<file path="src/rtl/sdram_init_pkg.sv">
package sdram_init_pkg;

    typedef enum logic [3:0] {
        ST_PWR,
        ST_TENTER,
        ST_TRUN,
        ST_TEXIT,
        ST_CKEUP,
        ST_PALL,
        ST_TRP,
        ST_REF,
        ST_TRC,
        ST_MRS,
        ST_TMRD,
        ST_DONE
    } init_state_e;

    typedef struct packed {
        logic cke;
        logic cs_n;
        logic ras_n;
        logic cas_n;
        logic we_n;
    } pin_cmd_t;

    localparam pin_cmd_t PIN_QUIET = '{cke: 1'b0, cs_n: 1'b1, ras_n: 1'b1, cas_n: 1'b1, we_n: 1'b1};
    localparam pin_cmd_t PIN_TEST  = '{cke: 1'b0, cs_n: 1'b0, ras_n: 1'b1, cas_n: 1'b0, we_n: 1'b1};
    localparam pin_cmd_t PIN_NOP   = '{cke: 1'b1, cs_n: 1'b0, ras_n: 1'b1, cas_n: 1'b1, we_n: 1'b1};
    localparam pin_cmd_t PIN_PALL  = '{cke: 1'b1, cs_n: 1'b0, ras_n: 1'b0, cas_n: 1'b1, we_n: 1'b0};
    localparam pin_cmd_t PIN_REF   = '{cke: 1'b1, cs_n: 1'b0, ras_n: 1'b0, cas_n: 1'b0, we_n: 1'b1};
    localparam pin_cmd_t PIN_MRS   = '{cke: 1'b1, cs_n: 1'b0, ras_n: 1'b0, cas_n: 1'b0, we_n: 1'b0};

    function automatic int imax(input int a, input int b);
        return (a > b) ? a : b;
    endfunction

    // Pin pattern driven while the sequencer sits in a given state.
    function automatic pin_cmd_t pins_for(input init_state_e s);
        pin_cmd_t p;
        case (s)
            ST_PWR:              p = PIN_QUIET;
            ST_TENTER, ST_TRUN:  p = PIN_TEST;
            ST_TEXIT:            p = PIN_QUIET;
            ST_PALL:             p = PIN_PALL;
            ST_REF:              p = PIN_REF;
            ST_MRS:              p = PIN_MRS;
            default:             p = PIN_NOP;
        endcase
        return p;
    endfunction

endpackage

</file>
<file path="src/rtl/sdram_init_timer.sv">
module sdram_init_timer #(
    parameter int CW      = 14,
    parameter int RST_VAL = 1
) (
    input  logic          clk,
    input  logic          rst,
    input  logic          load,
    input  logic [CW-1:0] load_val,
    output logic          expired
);
    logic [CW-1:0] cnt_q;

    always_ff @(posedge clk) begin
        if (rst) begin
            cnt_q <= CW'(RST_VAL);
        end else if (load) begin
            cnt_q <= load_val;
        end else if (cnt_q > CW'(1)) begin
            cnt_q <= cnt_q - CW'(1);
        end
    end

    // The state holding this count leaves on the clock where one remains.
    assign expired = (cnt_q <= CW'(1));

endmodule

</file>
<file path="src/rtl/sdram_init_ctrl.sv">
module sdram_init_ctrl
    import sdram_init_pkg::*;
#(
    parameter int STABLE  = 10000,
    parameter int TEST    = 16,
    parameter int CKE_NOP = 2,
    parameter int TRP     = 3,
    parameter int TRC     = 7,
    parameter int TMRD    = 2,
    parameter int REFS    = 2
) (
    input  logic        clk,
    input  logic        rst,
    input  logic        skip_test,
    output init_state_e state
);
    // Lengths of timed states, in clocks spent in that state.
    localparam int PWR_L  = imax(STABLE, 1);
    localparam int TEST_L = imax(TEST, 1);
    localparam int CKE_L  = imax(CKE_NOP, 1);
    localparam int TRP_L  = imax(TRP, 2) - 1;
    localparam int TRC_L  = imax(TRC, 2) - 1;
    localparam int TMRD_L = imax(TMRD, 2) - 1;
    localparam int REF_N  = imax(REFS, 2);
    localparam int LMAX   = imax(imax(PWR_L, TEST_L), imax(imax(CKE_L, TRP_L), imax(TRC_L, TMRD_L)));
    localparam int CW     = $clog2(LMAX + 1);
    localparam int RW     = $clog2(REF_N + 1);

    init_state_e   state_q, state_d;
    logic          load;
    logic [CW-1:0] load_val;
    logic          expired;
    logic [RW-1:0] refs_left;

    sdram_init_timer #(.CW(CW), .RST_VAL(PWR_L)) u_timer (
        .clk      (clk),
        .rst      (rst),
        .load     (load),
        .load_val (load_val),
        .expired  (expired)
    );

    always_comb begin
        state_d = state_q;
        case (state_q)
            ST_PWR:    if (expired) state_d = skip_test ? ST_CKEUP : ST_TENTER;
            ST_TENTER: state_d = ST_TRUN;
            ST_TRUN:   if (expired) state_d = ST_TEXIT;
            ST_TEXIT:  state_d = ST_CKEUP;
            ST_CKEUP:  if (expired) state_d = ST_PALL;
            ST_PALL:   state_d = ST_TRP;
            ST_TRP:    if (expired) state_d = ST_REF;
            ST_REF:    state_d = ST_TRC;
            ST_TRC:    if (expired) state_d = (refs_left == '0) ? ST_MRS : ST_REF;
            ST_MRS:    state_d = ST_TMRD;
            ST_TMRD:   if (expired) state_d = ST_DONE;
            ST_DONE:   state_d = ST_DONE;
            default:   state_d = ST_PWR;
        endcase
    end

    always_comb begin
        load = (state_d != state_q);
        case (state_d)
            ST_TRUN:  load_val = CW'(TEST_L);
            ST_CKEUP: load_val = CW'(CKE_L);
            ST_TRP:   load_val = CW'(TRP_L);
            ST_TRC:   load_val = CW'(TRC_L);
            ST_TMRD:  load_val = CW'(TMRD_L);
            default:  load_val = CW'(1);
        endcase
    end

    always_ff @(posedge clk) begin
        if (rst) begin
            state_q   <= ST_PWR;
            refs_left <= '0;
        end else begin
            state_q <= state_d;
            if (state_q == ST_PALL) begin
                refs_left <= RW'(REF_N);
            end else if (state_q == ST_REF) begin
                refs_left <= refs_left - RW'(1);
            end
        end
    end

    assign state = state_q;

endmodule

</file>
<file path="src/rtl/sdram_init_cmdgen.sv">
module sdram_init_cmdgen
    import sdram_init_pkg::*;
#(
    parameter int ADDR_W = 11,
    parameter int BA_W   = 2,
    parameter int AP_BIT = 10
) (
    input  logic              clk,
    input  logic              rst,
    input  init_state_e       state,
    input  logic [ADDR_W-1:0] mode_word,
    output pin_cmd_t          pins,
    output logic [ADDR_W-1:0] addr,
    output logic [BA_W-1:0]   ba,
    output logic              done
);
    logic [ADDR_W-1:0] addr_d;

    always_comb begin
        addr_d = '0;
        if (state == ST_PALL) begin
            addr_d[AP_BIT] = 1'b1;
        end else if (state == ST_MRS) begin
            addr_d = mode_word;
        end
    end

    always_ff @(posedge clk) begin
        if (rst) begin
            pins <= PIN_QUIET;
            addr <= '0;
            ba   <= '0;
            done <= 1'b0;
        end else begin
            pins <= pins_for(state);
            addr <= addr_d;
            ba   <= '0;
            done <= (state == ST_DONE);
        end
    end

endmodule

</file>
<file path="src/rtl/sdram_pwrup_seq.sv">
module sdram_pwrup_seq
    import sdram_init_pkg::*;
#(
    parameter int CLK_MHZ         = 100,
    parameter int POWER_WAIT_US   = 100,
    parameter int TEST_CYCLES     = 16,
    parameter int CKE_NOP_CYCLES  = 2,
    parameter int TRP_CYCLES      = 3,
    parameter int TRC_CYCLES      = 7,
    parameter int TMRD_CYCLES     = 2,
    parameter int REFRESH_COUNT   = 2,
    parameter int ADDR_W          = 11,
    parameter int BA_W            = 2,
    parameter int AP_BIT          = 10
) (
    input  logic              clk,
    input  logic              rst,
    input  logic              skip_test,
    input  logic [ADDR_W-1:0] mode_word,
    output logic              cke,
    output logic              cs_n,
    output logic              ras_n,
    output logic              cas_n,
    output logic              we_n,
    output logic [ADDR_W-1:0] addr,
    output logic [BA_W-1:0]   ba,
    output logic              done
);
    localparam int STABLE = CLK_MHZ * POWER_WAIT_US;

    init_state_e state;
    pin_cmd_t    pins;

    sdram_init_ctrl #(
        .STABLE  (STABLE),
        .TEST    (TEST_CYCLES),
        .CKE_NOP (CKE_NOP_CYCLES),
        .TRP     (TRP_CYCLES),
        .TRC     (TRC_CYCLES),
        .TMRD    (TMRD_CYCLES),
        .REFS    (REFRESH_COUNT)
    ) u_ctrl (
        .clk       (clk),
        .rst       (rst),
        .skip_test (skip_test),
        .state     (state)
    );

    sdram_init_cmdgen #(
        .ADDR_W (ADDR_W),
        .BA_W   (BA_W),
        .AP_BIT (AP_BIT)
    ) u_cmdgen (
        .clk       (clk),
        .rst       (rst),
        .state     (state),
        .mode_word (mode_word),
        .pins      (pins),
        .addr      (addr),
        .ba        (ba),
        .done      (done)
    );

    assign cke   = pins.cke;
    assign cs_n  = pins.cs_n;
    assign ras_n = pins.ras_n;
    assign cas_n = pins.cas_n;
    assign we_n  = pins.we_n;

endmodule

</file>
<file path="config.mk">
export PLATFORM = sky130hd
export DESIGN_NAME = sdram_pwrup_seq
export DESIGN_NICKNAME = d
export VERILOG_FILES = /design/src/rtl/sdram_init_pkg.sv /design/src/rtl/sdram_init_timer.sv /design/src/rtl/sdram_init_ctrl.sv /design/src/rtl/sdram_init_cmdgen.sv /design/src/rtl/sdram_pwrup_seq.sv
export SDC_FILE = /design/constraint.sdc
export NUM_CORES = 1
export LEC_CHECK = 0
export BUFFER_PORTS_ARGS = -buffer_cell sky130_fd_sc_hd__buf_4
export CORE_UTILIZATION = 40
export CTS_CLUSTER_SIZE = 25
export DETAILED_ROUTE_END_ITERATION = 12
export SLEW_MARGIN = 30
export SYNTH_ARGS = -nofsm -noshare
export SYNTH_HDL_FRONTEND = slang
export SYNTH_SLANG_ARGS = --single-unit
</file>
<file path="constraint.sdc">
create_clock -name clk -period 2.4 [get_ports clk]
set_clock_uncertainty 0.15 [all_clocks]
set_input_delay 0.48 -clock clk [delete_from_list [all_inputs] [get_ports clk]]
set_output_delay 0.48 -clock clk [all_outputs]
set_load 0.01 [all_outputs]
</file>
# After elaboration in Yosys (flattened, before gate mapping)
# Cells that the tools add are included.
word_totals:
  reg_bits: 37
  out_inout_bits: 19
  wordCells: 59
op_classes:
  n_addsub: 2
  order_cmp: 2
  n_eq_ne: 16
  mux: 17
  bitwise: 1
  reduce_logical: 9
op_table:
  columns: ["cell", "count"]
  rows:
  - ["4-bit case mux with 12 select lines", 1]
  - ["14-bit 2-to-1 mux", 2]
  - ["4-bit 2-to-1 mux", 7]
  - ["5-bit case mux with 5 select lines", 1]
  - ["4-bit by 3-bit equality test with 1-bit output, second input constant", 6]
  - ["4-bit equality test, second input constant", 5]
  - ["5-bit case mux with 3 select lines", 1]
  - ["14-bit by 1-bit > comparator with 1-bit output, second input constant", 1]
  - ["14-bit by 1-bit less-or-equal comparator with 1-bit output, second input constant", 1]
  - ["14-bit by 1-bit subtractor with 14-bit output, second input constant", 1]
  - ["4-bit by 2-bit equality test with 1-bit output, second input constant", 3]
  - ["11-bit 2-to-1 mux", 1]
  - ["2-bit OR reduction", 4]
  - ["4-bit by 1-bit equality test with 1-bit output, second input constant", 1]
  - ["4-bit zero test", 1]
  - ["2-bit 2-to-1 mux", 2]
  - ["4-bit inequality test", 1]
  - ["2-bit nonzero test", 2]
  - ["3-bit 2-to-1 mux", 1]
  - ["3-bit OR reduction", 1]
  - ["2-bit zero test", 1]
  - ["2-bit by 1-bit subtractor with 2-bit output, second input constant", 1]
  - ["1-bit 2-to-1 mux", 1]
  - ["1-bit inverter", 1]

# Logic depth before layout (Yosys ltp)
depth:
  word_depth: 8
  ltp_mapped: 7
  depth_no_buf: 7

# Hierarchy
# From an unflattened synthesis, not the netlist that was laid out.
hier_totals:
  hier_cells: 222
  area_unflattened_um2: 1970.6
modules_own_cells:
  columns: ["mod", "n_inst", "cells_each", "area_each_um2"]
  rows:
  - ["sdram_init_timer", 1, 103, 833.3]
  - ["sdram_init_cmdgen", 1, 60, 649.4]
  - ["sdram_init_ctrl", 1, 59, 488.0]

# Worst setup path before layout
# No wires, ideal clock.
synth_timing:
  path_kind: "register to register"
  startpoint: "register u_ctrl.u_timer.cnt_q[0]"
  endpoint: "register u_ctrl.u_timer.cnt_q[5]"
  setup_ps: 70
  t_arrival_ps: 1861
  required_ps: 2180
  setup_slack_ps: 318
  stages_incl_launch_ff: 8
  n_path_buf: 0
  period_less_slack_ps: 2082
  path_cell_list: "dfxtp_1 inv_1 ha_1 or2_1 and4_2 a21o_1 or4_1 a21oi_1"
synth_between:
  elab_chain_len: 5
  word_cells_on_any_way: 14
  classes_between: "1 x add/sub; 2 x order compare; 1 x eq/ne; 9 x mux; 1 x reduce/logical"
synth_lines:
  columns: ["element", "line_no", "text"]
  rows:
  - ["from (decl)", "sdram_init_timer.sv:11", "logic [CW-1:0] cnt_q;"]
  - ["from (signal assigned)", "sdram_init_timer.sv:15", "cnt_q <= CW'(RST_VAL);"]
  - ["from (signal assigned)", "sdram_init_timer.sv:17", "cnt_q <= load_val;"]
  - ["from (signal assigned)", "sdram_init_timer.sv:19", "cnt_q <= cnt_q - CW'(1);"]
  - ["14-bit by 1-bit less-or-equal comparator with 1-bit output", "sdram_init_timer.sv:24", "assign expired = (cnt_q <= CW'(1));"]
  - ["4-bit 2-to-1 mux, or another cell as far along", "sdram_init_ctrl.sv:56", "ST_TMRD: if (expired) state_d = ST_DONE;"]
  - ["4-bit case mux with 12 select lines", "sdram_init_ctrl.sv:45", "case (state_q)"]
  - ["4-bit inequality test", "sdram_init_ctrl.sv:63", "load = (state_d != state_q);"]
  - ["14-bit 2-to-1 mux or 2-bit nonzero test (tied branches)", null, null]
# Parallel ways exist; a longest one is shown, timed or not. The select of a mux whose other input is x is not followed.
# A chain may end at the register's enable or synchronous reset.

# Final worst setup path
# Same ends and word-level chain as after synthesis.

==> run metrics <==
placed inst area=0.002013 mm2; Worst-path clk slew=0.07 ns; distinct cell type count after synthesis=49; EDFF count, synth=0; Hold Buf Count CTS=0; CTS root buf=clkbuf_8; Critical R2R Capture=u_ctrl.u_timer.cnt_q[5]; layout cell share with drive strength beyond 1=22.57%; final wirelength=3656 um; WHS Endpoint=u_cmdgen.addr[4]; RSZ-0062 raised after global routing=no; CTS Sinks=37; Fmax=449.8 MHz; Mapped Cells=193; H-tree lvl count=2; Ports=33; Crit. End Element=register; Max VDD drop=0.0003324 V; Synth warnings=0; post-cts resize count=0; Setup Buffers After CTS=0; drt via density=5.246; Mapped Area=0.001758 mm2; worst hold path depth=2; Inserted Diodes=0; startpoint types=register; synthesized area per cell=9.108 um2; clock period minus worst slack=2.223 ns; Initial Utilization=42.72%; via count=1448; largest net degree at the start of global routing=22; Post-DRT Antenna Nets=0; worst slew pin tran=0.5998 ns; r2r setup slk=0.18 ns; area grow syn2layout=19.22%; grt ovf=0; area of the core=0.004115 mm2; Worst EP arrival=2.29 ns; post-layout net count=242; Max Root-Sink Buffers=2; TritonCTS clock tree=done; Setup violations, final=0; Placed Cells=268; Max-Cap Viols=0; sequential area share after synthesis=42.14%; First DRT Iteration DRCs=89; worst min path class=input pin to register; number of buffers created by CTS=5; WS Path Type=register to register; CP Data Required Time=2.47 ns; DRC Markers=0; final slew viol count=0; routed len/inst=13.25 um; final std cells w/o fill=276; fin area=0.002096 mm2; Die Area=0.004664 mm2; async set or reset register ratio after synthesis=0%; Core Util, Final=50.93%; R2R cell count=7; Tot GR Track Use=18.06%; Port-buffer cells=30; Max FO, Critical Path=5; initial antenna violation count=0; Final period util=92.63%; DP HPWL=2671 um; origin of the critical flop-to-flop path=u_ctrl.u_timer.cnt_q[0]; Final Wtd Congestion=0.8317; # rows=23; Seq cells post-synth=37; Fin. Hold Viols=0; PwrDens=591.8 mW/mm2; number of global-route vias before repair=1358; setup TNS=0 ns; Hold Startpoint=mode_word[4]; ys flop type=dfxtp_1; run status=complete, no violations; Leakage=0.8330 nW; drt pass-1 iters=5; die height=68.30 um; relative slew slack=59.65%; Tot Pwr=1.240 mW; DIE WIDTH=68.30 um; Skew-Pair Late Insertion Delay=0.28 ns; first-pass GRT wire length=6161 um
-- flip-flops by register name, summed over array words and instances (netlist names) --
register and flops:
u_ctrl.u_timer.cnt_q 14, u_ctrl.state 4, u_ctrl.refs_left 2, u_cmdgen.addr 11, u_cmdgen.done 1, u_cmdgen.pins 5
-- worst max path at each step --
| stage | from | endpoint | slack, ns |
|---|---|---|---|
| floorplan | u_ctrl.u_timer.cnt_q[0] | u_ctrl.u_timer.cnt_q[5] | 0.32 |
| global placement | u_ctrl.u_timer.cnt_q[0] | u_ctrl.u_timer.cnt_q[5] | 0.26 |
| detailed placement | u_ctrl.u_timer.cnt_q[0] | u_ctrl.u_timer.cnt_q[5] | 0.18 |
| CTS | u_ctrl.u_timer.cnt_q[0] | u_ctrl.u_timer.cnt_q[5] | 0.17 |
| global route | u_ctrl.u_timer.cnt_q[0] | u_ctrl.u_timer.cnt_q[5] | 0.09 |
| finish | u_ctrl.u_timer.cnt_q[0] | u_ctrl.u_timer.cnt_q[5] | 0.18 |
-- placed cells by master (no fill, tap or decap), types with 3 or more instances in the layout --
master	count
dfxtp_1	37
buf_4	33
nor2_1	22
a21oi_1	12
and2_1	10
nand2_1	9
a21o_1	7
inv_1	6
nor3_1	6
xor2_1	6
xnor2_1	6
nor4_1	5
or3_1	5
clkbuf_8	5
nand2b_1	4
nand3_1	4
o21ai_0	3
o31ai_1	3
nor2b_1	3
ha_1	3
-- metal layers --
metal | GRT usage, % | routed length [um]
met3 | 5.667 | 250
met5 | 0 | 0
met1 | 22.74 | 1732
met4 | 9.115 | 79
met2 | 27.45 | 1594
-- cell families after synthesis --
kind of cell	share of synthesized area [%]
other cells	0.2133
flops	42.14
fa+ha+maj	2.135
buf+inv	4.626
xor+xnor	5.979
mux	1.139
compound gates	17.01
simple gates	26.76
-- stage by stage --
stage / setup WS (ns) / hold slack, ns
2_1_floorplan: 0.3184 / 0.2818
3_3_place_gp: 0.2619 / 0.2898
3_5_place_dp: 0.1824 / 0.2956
4_1_cts: 0.1663 / 0.2316
5_1_grt: 0.08817 / 0.2298
6_report: 0.1768 / 0.2407
-- power breakdown --
group | internal, mW | total (mW) | switching [mW]
registers | 0.638 | 0.670 | 0.0314
clock network | 0.201 | 0.414 | 0.213
logic | 0.0727 | 0.156 | 0.0837
-- cell usage after synthesis, types with 2 or more instances --
library cell / n / area, um2
xor2_1: 6 / 52.55
a31o_1: 2 / 17.52
o21ai_0: 3 / 15.01
a21boi_0: 2 / 15.01
o31ai_1: 3 / 22.52
a21o_1: 7 / 52.55
a21oi_1: 12 / 60.06
dfxtp_1: 37 / 740.7
inv_1: 6 / 22.52
buf_2: 2 / 10.01
o41a_1: 2 / 22.52
ha_1: 3 / 37.54
nand2b_1: 4 / 25.02
nand2_1: 9 / 33.78
or3b_2: 2 / 17.52
or2_1: 2 / 12.51
and2_1: 10 / 62.56
nand3_1: 4 / 20.02
nor4_1: 5 / 31.28
xnor2_1: 6 / 52.55
nor3_1: 6 / 30.03
or4_1: 2 / 15.01
nor2_1: 22 / 82.58
or3_1: 5 / 31.28
nor2b_1: 3 / 18.77
buf_4: 4 / 30.03
mux2i_1: 2 / 20.02
-- area by class of cell --
| cell class | instances | area, um2 |
|---|---|---|
| inverter | 6 | 22.52 |
| sequential | 37 | 740.7 |
| clock inverter | 2 | 10.01 |
| multi-input combinational | 142 | 939.7 |
| tap | 50 | 62.56 |
| timing repair buffer | 33 | 247.7 |
| fill | 405 | 2019 |
| clock buffer | 6 | 72.57 |
-- worst max-delay path, stage by stage, from the launching register on --
cell and delay (ns):
dfxtp_1 0.38, inv_1 0.06, ha_1 0.23, or2_1 0.28, and4_2 0.29, a21o_1 0.21
or4_1 0.41, a21oi_1 0.14
Note: power is estimated with default switching activity, not from simulation.
